## src/rtl/rx_clk_recover_pkg.sv

```systemverilog
// Package: shared constants and types of the receive clock recovery block.
// Assumes the sampling clock is an integer multiple of the bit rate.
package rx_clk_recover_pkg;

    // Default number of sampling slots per bit period.
    localparam int DEF_SLOTS = 13;
    // Default number of slots for which the recovered clock is high.
    localparam int DEF_HIGH_SLOTS = 7;
    // Number of line legs (positive and negative marks).
    localparam int NUM_LEGS = 2;

    // Phase correction chosen for the current sampling cycle.
    typedef enum logic [1:0] {
        CORR_NONE = 2'd0,
        CORR_HOLD = 2'd1,
        CORR_SKIP = 2'd2
    } corr_e;

endpackage

```

## src/rtl/rx_mark_edge.sv

```systemverilog
// Module: finds the leading edge of a mark on either leg.
// Assumes the leg inputs are already synchronous to clk.
module rx_mark_edge #(
    parameter int LEGS = rx_clk_recover_pkg::NUM_LEGS
) (
    input  logic            clk,
    input  logic            rst_n,
    input  logic [LEGS-1:0] marks_i,
    output logic            lead_o
);

    logic any_mark;
    logic any_mark_q;

    // Purpose: merge the legs into one mark indication.
    always_comb begin
        any_mark = |marks_i;
    end

    // Purpose: remember last cycle's mark state.
    always_ff @(posedge clk) begin
        if (!rst_n) begin
            any_mark_q <= 1'b0;
        end else begin
            any_mark_q <= any_mark;
        end
    end

    // Purpose: flag a mark that was absent in the previous cycle.
    always_comb begin
        lead_o = any_mark & ~any_mark_q;
    end

endmodule

```

## src/rtl/rx_phase_track.sv

```systemverilog
// Module: slot counter with one-slot-per-period phase correction, and the
// recovered clock derived from it. Assumes SLOTS >= 4 and
// 1 < HIGH_SLOTS < SLOTS.
module rx_phase_track
    import rx_clk_recover_pkg::*;
#(
    parameter int SLOTS      = DEF_SLOTS,
    parameter int HIGH_SLOTS = DEF_HIGH_SLOTS
) (
    input  logic clk,
    input  logic rst_n,
    input  logic lead_i,
    output logic rclk_o,
    output logic rise_o,
    output logic fall_o
);

    localparam int CW = $clog2(SLOTS);
    localparam logic [CW-1:0] LAST     = CW'(SLOTS - 1);
    localparam logic [CW-1:0] PRE_LAST = CW'(SLOTS - 2);
    localparam logic [CW-1:0] LATE_MAX = CW'((SLOTS - 1) / 2);
    localparam logic [CW-1:0] HIGH_END = CW'(HIGH_SLOTS);

    logic [CW-1:0] cnt_q;
    logic [CW-1:0] cnt_plus1;
    logic [CW-1:0] cnt_plus2;
    logic [CW-1:0] cnt_nxt;
    logic          adj_q;
    logic          adj_nxt;
    logic          wrap;
    logic          rclk_q;
    logic          rclk_nxt;
    corr_e         corr;

    // Purpose: next slot values for a normal step and for a skip.
    always_comb begin
        cnt_plus1 = (cnt_q == LAST) ? '0 : cnt_q + CW'(1);
        cnt_plus2 = (cnt_q >= PRE_LAST) ? cnt_q - PRE_LAST : cnt_q + CW'(2);
    end

    // Purpose: choose the correction from the slot a leading edge hit.
    always_comb begin
        corr = CORR_NONE;
        if (lead_i && !adj_q && cnt_q != '0) begin
            corr = (cnt_q <= LATE_MAX) ? CORR_HOLD : CORR_SKIP;
        end
    end

    // Purpose: apply the correction and detect the start of a new period.
    always_comb begin
        unique case (corr)
            CORR_HOLD: cnt_nxt = cnt_q;
            CORR_SKIP: cnt_nxt = cnt_plus2;
            default:   cnt_nxt = cnt_plus1;
        endcase
        wrap     = cnt_nxt < cnt_q;
        adj_nxt  = wrap ? 1'b0 : (adj_q | (corr != CORR_NONE));
        rclk_nxt = cnt_nxt < HIGH_END;
        rise_o   = rclk_nxt & ~rclk_q;
        fall_o   = ~rclk_nxt & rclk_q;
    end

    // Purpose: slot counter, per-period correction flag and clock register.
    always_ff @(posedge clk) begin
        if (!rst_n) begin
            cnt_q  <= '0;
            adj_q  <= 1'b0;
            rclk_q <= 1'b1;
        end else begin
            cnt_q  <= cnt_nxt;
            adj_q  <= adj_nxt;
            rclk_q <= rclk_nxt;
        end
    end

    // Purpose: drive the recovered clock from its register.
    always_comb begin
        rclk_o = rclk_q;
    end

endmodule

```

## src/rtl/rx_bit_retime.sv

```systemverilog
// Module: collects marks per leg over one bit window and presents them on
// the selected recovered clock edge. Assumes rise_i/fall_i are one-cycle
// strobes that coincide with the recovered clock register's update.
module rx_bit_retime #(
    parameter int LEGS = rx_clk_recover_pkg::NUM_LEGS
) (
    input  logic            clk,
    input  logic            rst_n,
    input  logic            clke_i,
    input  logic            rise_i,
    input  logic            fall_i,
    input  logic [LEGS-1:0] marks_i,
    output logic [LEGS-1:0] data_o
);

    logic update;

    // Purpose: pick the recovered clock edge that refreshes the data.
    always_comb begin
        update = clke_i ? rise_i : fall_i;
    end

    for (genvar g = 0; g < LEGS; g++) begin : g_leg
        logic acc_q;
        logic out_q;

        // Purpose: gather this leg's marks and hand them over at the update edge.
        always_ff @(posedge clk) begin
            if (!rst_n) begin
                acc_q <= 1'b0;
                out_q <= 1'b0;
            end else if (update) begin
                acc_q <= marks_i[g];
                out_q <= acc_q;
            end else begin
                acc_q <= acc_q | marks_i[g];
            end
        end

        // Purpose: drive this leg's retimed output.
        always_comb begin
            data_o[g] = out_q;
        end
    end

endmodule

```

## src/rtl/rx_clk_recover.sv

```systemverilog
// Module: top of the oversampled receive clock and data recovery.
// Assumes pos_i/neg_i come from synchronised comparators and clke_i is
// static or changes rarely.
module rx_clk_recover
    import rx_clk_recover_pkg::*;
#(
    parameter int SLOTS      = DEF_SLOTS,
    parameter int HIGH_SLOTS = DEF_HIGH_SLOTS
) (
    input  logic clk,
    input  logic rst_n,
    input  logic pos_i,
    input  logic neg_i,
    input  logic clke_i,
    output logic rclk_o,
    output logic rpos_o,
    output logic rneg_o
);

    logic [NUM_LEGS-1:0] marks;
    logic [NUM_LEGS-1:0] data;
    logic                lead;
    logic                rise;
    logic                fall;

    // Purpose: pack the two legs, positive in bit 0.
    always_comb begin
        marks = {neg_i, pos_i};
    end

    rx_mark_edge #(.LEGS(NUM_LEGS)) edge_i (
        .clk     (clk),
        .rst_n   (rst_n),
        .marks_i (marks),
        .lead_o  (lead)
    );

    rx_phase_track #(.SLOTS(SLOTS), .HIGH_SLOTS(HIGH_SLOTS)) track_i (
        .clk    (clk),
        .rst_n  (rst_n),
        .lead_i (lead),
        .rclk_o (rclk_o),
        .rise_o (rise),
        .fall_o (fall)
    );

    rx_bit_retime #(.LEGS(NUM_LEGS)) retime_i (
        .clk     (clk),
        .rst_n   (rst_n),
        .clke_i  (clke_i),
        .rise_i  (rise),
        .fall_i  (fall),
        .marks_i (marks),
        .data_o  (data)
    );

    // Purpose: unpack the retimed legs.
    always_comb begin
        rpos_o = data[0];
        rneg_o = data[1];
    end

endmodule

```

## config.mk

```make
export PLATFORM = sky130hd
export DESIGN_NAME = rx_clk_recover
export DESIGN_NICKNAME = d
export VERILOG_FILES = /design/src/rtl/rx_clk_recover_pkg.sv /design/src/rtl/rx_mark_edge.sv /design/src/rtl/rx_phase_track.sv /design/src/rtl/rx_bit_retime.sv /design/src/rtl/rx_clk_recover.sv
export SDC_FILE = /design/constraint.sdc
export NUM_CORES = 1
export LEC_CHECK = 0
export BUFFER_PORTS_ARGS = -buffer_cell sky130_fd_sc_hd__buf_2
export CORE_MARGIN = 2
export CORE_UTILIZATION = 35
export CTS_BUF_LIST = sky130_fd_sc_hd__clkbuf_2
export CTS_CLUSTER_DIAMETER = 150
export DETAILED_ROUTE_END_ITERATION = 7
export GPL_ROUTABILITY_DRIVEN = 0
export MAX_ROUTING_LAYER = met4
export PLACE_DENSITY = 0.56
export SYNTH_ARGS = -nofsm -noshare
export SYNTH_HDL_FRONTEND = slang
export SYNTH_HIERARCHICAL = 1
export SYNTH_SLANG_ARGS = --single-unit
```

## constraint.sdc

```tcl
create_clock -name clk -period 3.2 [get_ports clk]
set_input_delay 0.16 -clock clk [delete_from_list [all_inputs] [get_ports clk]]
set_output_delay 0.16 -clock clk [all_outputs]
set_load 0.005 [all_outputs]
```

==> results of run 1 <==
-- cell usage after synthesis (2+ instances only) --
cell and number:
a211oi_1 3, a21oi_1 2, a22o_1 2, a22oi_1 2, buf_4 2, buf_6 2
dfxtp_1 11, ha_1 8, inv_1 6, mux2i_1 2, nand2_1 7, nand3b_1 2
nor2_1 3, nor2b_1 3, nor3_1 5, o211ai_1 2, o21a_1 3, xnor2_1 2
-- sequential cells by signal (all words and copies together) (netlist names) --
signal and cells:
retime_i/g_leg.acc_q 2, retime_i/g_leg.out_q 2, edge_i/any_mark_q 1, track_i/rclk_o 1
track_i/adj_q 1, track_i/cnt_q 4
-- cell families after synthesis --
family,count (synthesis),synth area share
mux,4,0.0552
flops,11,0.249
simple gates,30,0.215
xor+xnor,2,0.0198
fa+ha+maj,8,0.113
compound gates,28,0.274
buf+inv,11,0.0735
-- cells in the final DEF, fill, tap and decap left out, types with 3 or more instances in the layout --
master and count:
a211oi_1 3, nor2_1 3, ha_1 8, clkbuf_2 4
dfxtp_1 11, inv_1 6, nand2_1 7, o21a_1 3
nor3_1 5, buf_2 7, nor2b_1 3
-- metrics by stage --
step / setup WS, ps / instance area [um2]
floorplan: 943 / 885
global placement: 685 / 915
detailed placement: 586 / 915
CTS: 542 / 935
global route: 320 / 935
finish: 527 / 935
-- area by class of cell --
type | count | area (um2) | area share
flip-flops and latches | 11 | 220 | 0.236
multi-input cells | 72 | 599 | 0.641
inverters | 6 | 22.5 | 0.0241
well taps | 30 | 37.5 | 0.0402
clock buffers | 4 | 20.0 | 0.0214
repair buffers | 7 | 35.0 | 0.0375
-- per-layer routing --
| layer | vias to the layer above | part of all wire |
|---|---|---|
| met4 | 0 | 0 |
| met2 | 12 | 0.46 |
| met5 | - | 0 |
| met1 | 353 | 0.50 |
| li1 | 370 | - |
| met3 | 0 | 0.041 |
-- power by group through the flow --
stage / Combinational, mW / Clock, mW / Sequential [mW]
detailed placement: 0.611 / 0 / 0.264
CTS: 0.615 / 0.0836 / 0.261
finish: 0.618 / 0.0793 / 0.261
global route: 0.697 / 0.0956 / 0.271
global placement: 0.606 / 0 / 0.260
floorplan: 0.539 / 0 / 0.229
-- path summary, 6_finish.rpt --
check	from	to	cells past startpoint
max	track_i/cnt_q[2]	track_i/adj_q	7
max reg2reg	track_i/cnt_q[2]	track_i/adj_q	7
min	pos_i	edge_i/any_mark_q	2
min reg2reg	retime_i/g_leg[1].out_q	retime_i/g_leg[1].out_q	2
-- worst reg2reg max path, delay by kind of cell (launching register included) --
family | cells | cell delay (ps)
AOI/OAI and AO/OA | 4 | 990
DFF | 1 | 680
adders and majority gates | 2 | 670
buffers and inverters | 1 | 230
==> qor.yml, run 1 <==
clocking:
  tritoncts: "built"
  cts-hold-fix-buffers: 0
  cts_made_buffers: 3
  cts.sinks: 11
  clkLatencyLatePin_ps: 260
  ctsHtreeMaxLevel: 1
  root_buffer: "clkbuf_2"
  cts_resized: 0
  cts.path.max_buffers: 2
  post_cts.repair.setup_buffers: 0
  clkTransAtPathRegs_ps: 110
sta:
  rsz0062_at_grt: "no"
  setup_viol: 0
  hold_ws_ps: 132
  tightest_slew_ps: 541
  relSlewSlack: 0.639
  period_minus_slack_ps: 2670
  tns_ps: 0
  fin_crit_sh: 0.835
  fmax_ghz: 0.374
  finClkSkew_ps: 7.38
  hold_violations: 0
  slew_violations: 0
critical_path:
  crit_required_ps: 3350
  cp_cell_sequence: "inv_1 > ha_1 > o31a_1 > a211oi_1 > ha_1 > a211oi_1 > a21oi_1"
  reg2reg_slack_ps: 530
  cp_top_family: "compound AO/OA/AOI/OAI gates"
  slowest_delay_ps: 680
  cp.buffers_inverters: 1
  criticalPathCategory: "flip-flop to flip-flop"
  start_kind: "flip-flop"
  critPathSlowestCell: "dfxtp_1"
  critPathCaptureType: "flip-flop"
  cp.arrival_ps: 2820
  worstPathMaxFanout: 14
power:
  seq_power_share: 0.272
  leakage_nw: 0.359
  comb_power_share: 0.645
  internal_power_uw: 503
  p_sw_frac: 0.475
  clkPwrFrac: 0.083
  power_density_nw_per_um2: 1030
  p_sw_uw: 455
  irDropWorstVdd_uv: 394
  p_total_uw: 958
finish:
  diodes: 0
  layout.cells.non_filler: 130
  post-route-util: 0.384
  num-fill-cells: 259
  drive_gt1_frac: 0.210
  area_growth_pct: 5.66
  fin_nets: 114
grt:
  overflow: 0
  grtUsageMet3: 0.0574
  grt_max_degree: 15
  grt_pass1_vias: 687
  grt_first_pass_wirelength_mm: 3.18
  met1_usage: 0.206
  gr-usage-met2: 0.233
  antenna_found_initial: 0
  grtUsageTotal: 0.157
  grt-busiest-layer: "met2"
logic_synthesis:
  netlist.area_leader.share: 0.249
  avgSynthCellArea_um2: 9.41
  synth.distinct_cells: 45
  yosysSeqAreaShare: 0.249
  yosysWarnings: 6
  syn_area_um2: 885
  synthTopCellsByArea: "dfxtp_1, ha_1, nand2_1"
  synthArstFlopShare: 0
  netlist_instances: 94
  synth_edf_count: 0
  yosys.area.top_type: "dfxtp_1"
  ys_ff_latch: 11
  synth_nets: 107
  synth-main-ff-cell: "dfxtp_1"
floorplan:
  start_util: 0.364
  core_area_um2: 2430
  io_pins: 8
  die_w_um: 54.3
  die_area_um2: 2950
  rows: 18
  chipHeight_um: 54.3
route:
  routed_wirelength_mm: 1.88
  drc: 0
  drt-pass1-iter-count: 4
  wl_per_cell_um: 14.4
  first_iter_violations: 19
  avgViaCountPerCell: 5.65
  vias: 735
  antenna_left: 0
placement:
  port_buffers: 7
  dp_hpwl_mm: 1.42
  dp_cells: 126
flow_run:
  maxCapViolations: 0
status:
  status: "complete, no violations"
worst_hold_path:
  min-delay-path-class: "input port to flip-flop"
(Power assumes the default switching activity.)
==> run 2: changes to the inputs <==
Clock period 3.2 ns to 2.6 ns, I/O delays scaled along.
==> run 2 against run 1 <==
Effect of this change: via count increased by 1.1%; cell count is 2.3% higher; clock skew is 0.66 ps lower; wire length decreased by 3.9%; worst hold slack lost 21 ps; core utilization up 1.3 points; critical path depth grew 1; largest cell class unchanged.
==> qor.yml, run 2 (same netlist as run 1, synthesis figures left out) <==
status:
  status: "complete, no violations"
route:
  first_iter_violations: 11
  drc: 0
  vias: 743
  routed_wirelength_mm: 1.80
  wl_per_cell_um: 13.6
  antenna_left: 0
  drt-pass1-iter-count: 4
  avgViaCountPerCell: 5.59
grt:
  grtUsageTotal: 0.145
  grt_first_pass_wirelength_mm: 3.08
  grt-busiest-layer: "met2"
  antenna_found_initial: 0
  grtUsageMet3: 0.0410
  grt_max_degree: 15
  gr-usage-met2: 0.205
  met1_usage: 0.204
  grt_pass1_vias: 664
  overflow: 0
sta:
  tightest_slew_ps: 494
  period_minus_slack_ps: 2370
  fin_ws_ps: 232
  rsz0062_at_grt: "no"
  tns_ps: 0
  fmax_ghz: 0.422
  slew_violations: 0
  hold_violations: 0
  fin_crit_sh: 0.911
  relSlewSlack: 0.670
  finClkSkew_ps: 6.72
  setup_viol: 0
finish:
  top_register: "track_i/cnt_q"
  fin_nets: 117
  largest_reg_flops: 4
  largest_registers: "track_i/cnt_q x4, retime_i/g_leg.acc_q x2, retime_i/g_leg.out_q x2"
  multiInputGateArea_um2: 607
  area_growth_pct: 9.19
  ff_latch_area_um2: 221
  post-route-util: 0.397
  drive_gt1_frac: 0.262
  diodes: 0
  num-fill-cells: 252
  final_cell_mix: "dfxtp_1, ha_1, buf_2, nand2_1, inv_1"
  final_common_cell: "dfxtp_1"
clocking:
  cts.sinks: 11
  cts_made_buffers: 3
  root_buffer: "clkbuf_2"
  cts-hold-fix-buffers: 0
  clkTransAtPathRegs_ps: 110
  post_cts.repair.setup_buffers: 0
  tritoncts: "built"
  cts.path.max_buffers: 2
  ctsHtreeMaxLevel: 1
  clkLatencyLatePin_ps: 250
  cts_resized: 0
worst_hold_path:
  worstHoldPathCells: 2
  hold_start: "pos_i"
  min-delay-path-class: "input port to flip-flop"
floorplan:
  die_area_um2: 2950
  io_pins: 8
  start_util: 0.364
  core_area_um2: 2430
  rows: 18
  chipHeight_um: 54.3
  die_w_um: 54.3
placement:
  preCtsSetupSlack_ps: 123
  port_buffers: 7
  dp_hpwl_mm: 1.38
critical_path:
  critPathCaptureType: "flip-flop"
  cp.arrival_ps: 2550
  rr_worst_depth: 8
  crit_required_ps: 2780
  worstPathMaxFanout: 7
  rr_startpoint: "track_i/cnt_q[1]"
  start_kind: "flip-flop"
  crit_start: "track_i/cnt_q[1]"
  criticalPathCategory: "flip-flop to flip-flop"
flow_run:
  maxCapViolations: 0
power:
  power_density_nw_per_um2: 1260
  irDropWorstVdd_uv: 639
  leakage_nw: 0.376
-- run 2: cell type report --
| cell class | instances | share of cell area |
|---|---|---|
| clock buffers | 4 | 0.0207 |
| inverters | 6 | 0.0233 |
| multi-input cells | 72 | 0.628 |
| flip-flops and latches | 11 | 0.229 |
| well taps | 30 | 0.0389 |
| repair buffers | 10 | 0.0596 |
-- run 2: worst max-delay path: stages (launching register included) --
cell and delay, ps:
dfxtp_1 480, inv_1 100, ha_1 250, nor3b_4 200, o311a_1 380, a31o_1 260
a22o_1 220, mux2i_2 210, mux2i_1 210
-- run 2: per-layer routing --
layer	vias up	wire length, um
met1	345	896
met2	15	799
met3	6	65
met5	-	0
met4	0	42
li1	377	-
-- run 2: stage by stage --
| stage | total power [mW] | area, um2 | std cells | hold slack [ps] |
|---|---|---|---|---|
| after CTS | 1.20 | 957 | 133 | 97.3 |
| final | 1.22 | 966 | 133 | 111 |
| after detailed placement | 1.10 | 937 | 129 | 367 |
| after global routing | 1.34 | 966 | 133 | 88.5 |
| after floorplan | 0.944 | 885 | 94 | 240 |
| after global placement | 1.10 | 937 | 129 | 359 |
-- run 2: path summary, 6_finish.rpt --
path              slack [ps]                       to
setup / recovery         230  retime_i/g_leg[0].out_q
hold reg to reg          470  retime_i/g_leg[1].out_q
setup reg to reg         230  retime_i/g_leg[0].out_q
hold / removal           110        edge_i/any_mark_q
-- run 2: power breakdown --
group          switching, mW  total (mW)  internal (mW)
sequential            0.0729       0.300          0.227
combinational          0.441       0.824          0.383
clock                 0.0534      0.0943         0.0409
==> run 3: changes to the inputs <==
--- a/config.mk
+++ b/config.mk
@@ -9,8 +9,7 @@
 export CORE_MARGIN = 2
 export CORE_UTILIZATION = 35
-export CTS_BUF_LIST = sky130_fd_sc_hd__clkbuf_2
+export CTS_BUF_LIST = sky130_fd_sc_hd__clkbuf_4 sky130_fd_sc_hd__clkbuf_8
 export CTS_CLUSTER_DIAMETER = 150
 export DETAILED_ROUTE_END_ITERATION = 7
-export GPL_ROUTABILITY_DRIVEN = 0
 export MAX_ROUTING_LAYER = met4
 export PLACE_DENSITY = 0.56
==> constraint.sdc (replaced) <==
create_clock -name clk -period 2.6 [get_ports clk]
set_input_delay 0.39 -clock clk [delete_from_list [all_inputs] [get_ports clk]]
set_output_delay 0.39 -clock clk [all_outputs]
set_load 0.005 [all_outputs]
==> run 3 against run 2 <==
Effect of this change: design area rose by 1.0%; first-iteration DRC count did not move; count of clock-buffer cells in the layout did not move; non-clock buffer count did not move; register-to-register slack barely moved; maximum frequency rose by 0.15%; cell count did not move; critical path depth did not move.
==> qor.yml, run 3 (same netlist as run 1, synthesis figures left out) <==
status:
  status: "complete, no violations"
power:
  leakage_nw: 0.377
  power_density_nw_per_um2: 1280
  p_total_mw: 1.25
  irDropWorstVdd_uv: 643
sta:
  fmax_ghz: 0.423
  slew_violations: 0
  tightest_slew_ps: 504
  tns_ps: 0
  finClkSkew_ps: 4.24
  relSlewSlack: 0.663
  hold_violations: 0
  rsz0062_at_grt: "no"
  fin_crit_sh: 0.909
  period_minus_slack_ps: 2360
  setup_viol: 0
route:
  antenna_left: 0
  drt-pass1-iter-count: 4
  drc: 0
  first_iter_violations: 11
  avgViaCountPerCell: 5.60
  vias: 745
  wl_per_cell_um: 13.6
  routed_wirelength_mm: 1.81
clocking:
  cts.sinks: 11
  ctsHtreeMaxLevel: 1
  cts-hold-fix-buffers: 0
  post_cts.repair.setup_buffers: 0
  cts_made_buffers: 3
  cts.path.max_buffers: 2
  clkTransAtPathRegs_ps: 70
  clkLatencyLatePin_ps: 260
  cts_resized: 0
  tritoncts: "built"
  root_buffer: "clkbuf_4"
finish:
  largest_registers: "track_i/cnt_q x4, retime_i/g_leg.acc_q x2, retime_i/g_leg.out_q x2"
  drive_gt1_frac: 0.262
  fin_nets: 117
  top_register: "track_i/cnt_q"
  final_cell_mix: "dfxtp_1, ha_1, buf_2, nand2_1, inv_1"
  final_common_cell: "dfxtp_1"
  diodes: 0
  area_growth_pct: 10.3
  largest_reg_flops: 4
  layout.cells.non_filler: 133
grt:
  antenna_found_initial: 0
  overflow: 0
  grtUsageMet3: 0.0410
  gr-usage-met2: 0.205
  grtUsageTotal: 0.145
  grt_first_pass_wirelength_mm: 3.08
  met1_usage: 0.204
  grt-busiest-layer: "met2"
  grt_pass1_vias: 666
  grt_max_degree: 15
worst_hold_path:
  min-delay-path-class: "input port to flip-flop"
  hold_path_end: "edge_i/any_mark_q"
  worstHoldPathCells: 2
  hold_start: "pos_i"
floorplan:
  rows: 18
  start_util: 0.364
  core_area_um2: 2430
  die_area_um2: 2950
  chipHeight_um: 54.3
  io_pins: 8
  die_w_um: 54.3
placement:
  port_buffers: 7
  dp_cells: 129
  dp_hpwl_mm: 1.38
  globalplace.congestion: 0.890
critical_path:
  criticalPathCategory: "flip-flop to flip-flop"
  reg2reg_to: "retime_i/g_leg[0].out_q"
  reg2reg_slack_ps: 240
  rr_startpoint: "track_i/cnt_q[1]"
  crit_required_ps: 2790
  rr_worst_depth: 8
  critPathSlowestCell: "dfxtp_1"
  cp.arrival_ps: 2560
  worstPathMaxFanout: 7
  start_kind: "flip-flop"
  slowest_delay_ps: 470
  critPathCaptureType: "flip-flop"
  cp_cell_sequence: "inv_1 > ha_1 > nor3b_4 > o311a_1 > a31o_1 > a22o_1 > mux2i_2 > mux2i_1"
flow_run:
  maxCapViolations: 0
==> run 3: cell counts in the layout (fill, tap and decap cells not counted) <==
Identical to the previous run, type by type.
==> run 3: per-stage QoR <==
stage	area, um2	hold slack (ps)	setup WS [ps]	util
global route	976	352	36.9	0.401
detailed placement	937	450	123	0.385
global placement	937	454	155	0.385
finish	976	359	235	0.401
floorplan	885	435	343	-
CTS	967	353	105	0.398
==> run 3: worst max-delay path by stage <==
stage	startpoint	endpoint	slack, ps	cells after the start
5_1_grt	track_i/cnt_q[1]	track_i/adj_q	40	8
3_5_place_dp	track_i/cnt_q[0]	track_i/adj_q	120	8
3_3_place_gp	track_i/cnt_q[1]	track_i/adj_q	160	8
2_1_floorplan	track_i/cnt_q[2]	track_i/adj_q	340	8
6_report	track_i/cnt_q[1]	retime_i/g_leg[0].out_q	240	8
4_1_cts	track_i/cnt_q[0]	track_i/adj_q	100	8
==> run 3: area by class of cell <==
| class | instances | area, um2 |
|---|---|---|
| tap | 30 | 37.5 |
| sequential | 11 | 221 |
| inverter | 6 | 22.5 |
| timing repair buffer | 10 | 57.6 |
| clock buffer | 4 | 30.0 |
| fill | 250 | 1460 |
| multi-input combinational | 72 | 607 |
==> run 3: power by group <==
| part | total, mW | switching, mW | internal (mW) |
|---|---|---|---|
| Clock | 0.122 | 0.0527 | 0.0696 |
| Sequential | 0.301 | 0.0733 | 0.228 |
| Combinational | 0.824 | 0.441 | 0.383 |
| Total | 1.25 | 0.567 | 0.681 |
==> run 3: critical path, delay by kind of cell, from the launching register on <==
| kind | cells | cell delay [ps] |
|---|---|---|
| buf+inv | 1 | 110 |
| compound gates | 3 | 860 |
| flops | 1 | 470 |
| fa+ha+maj | 1 | 250 |
| simple gates | 1 | 200 |
| mux | 2 | 420 |
==> run 3: metal layers <==
metal	wire (um)	part of all wire
met3	65	0.036
met1	895	0.50
met2	802	0.44
met5	0	0
met4	42	0.023
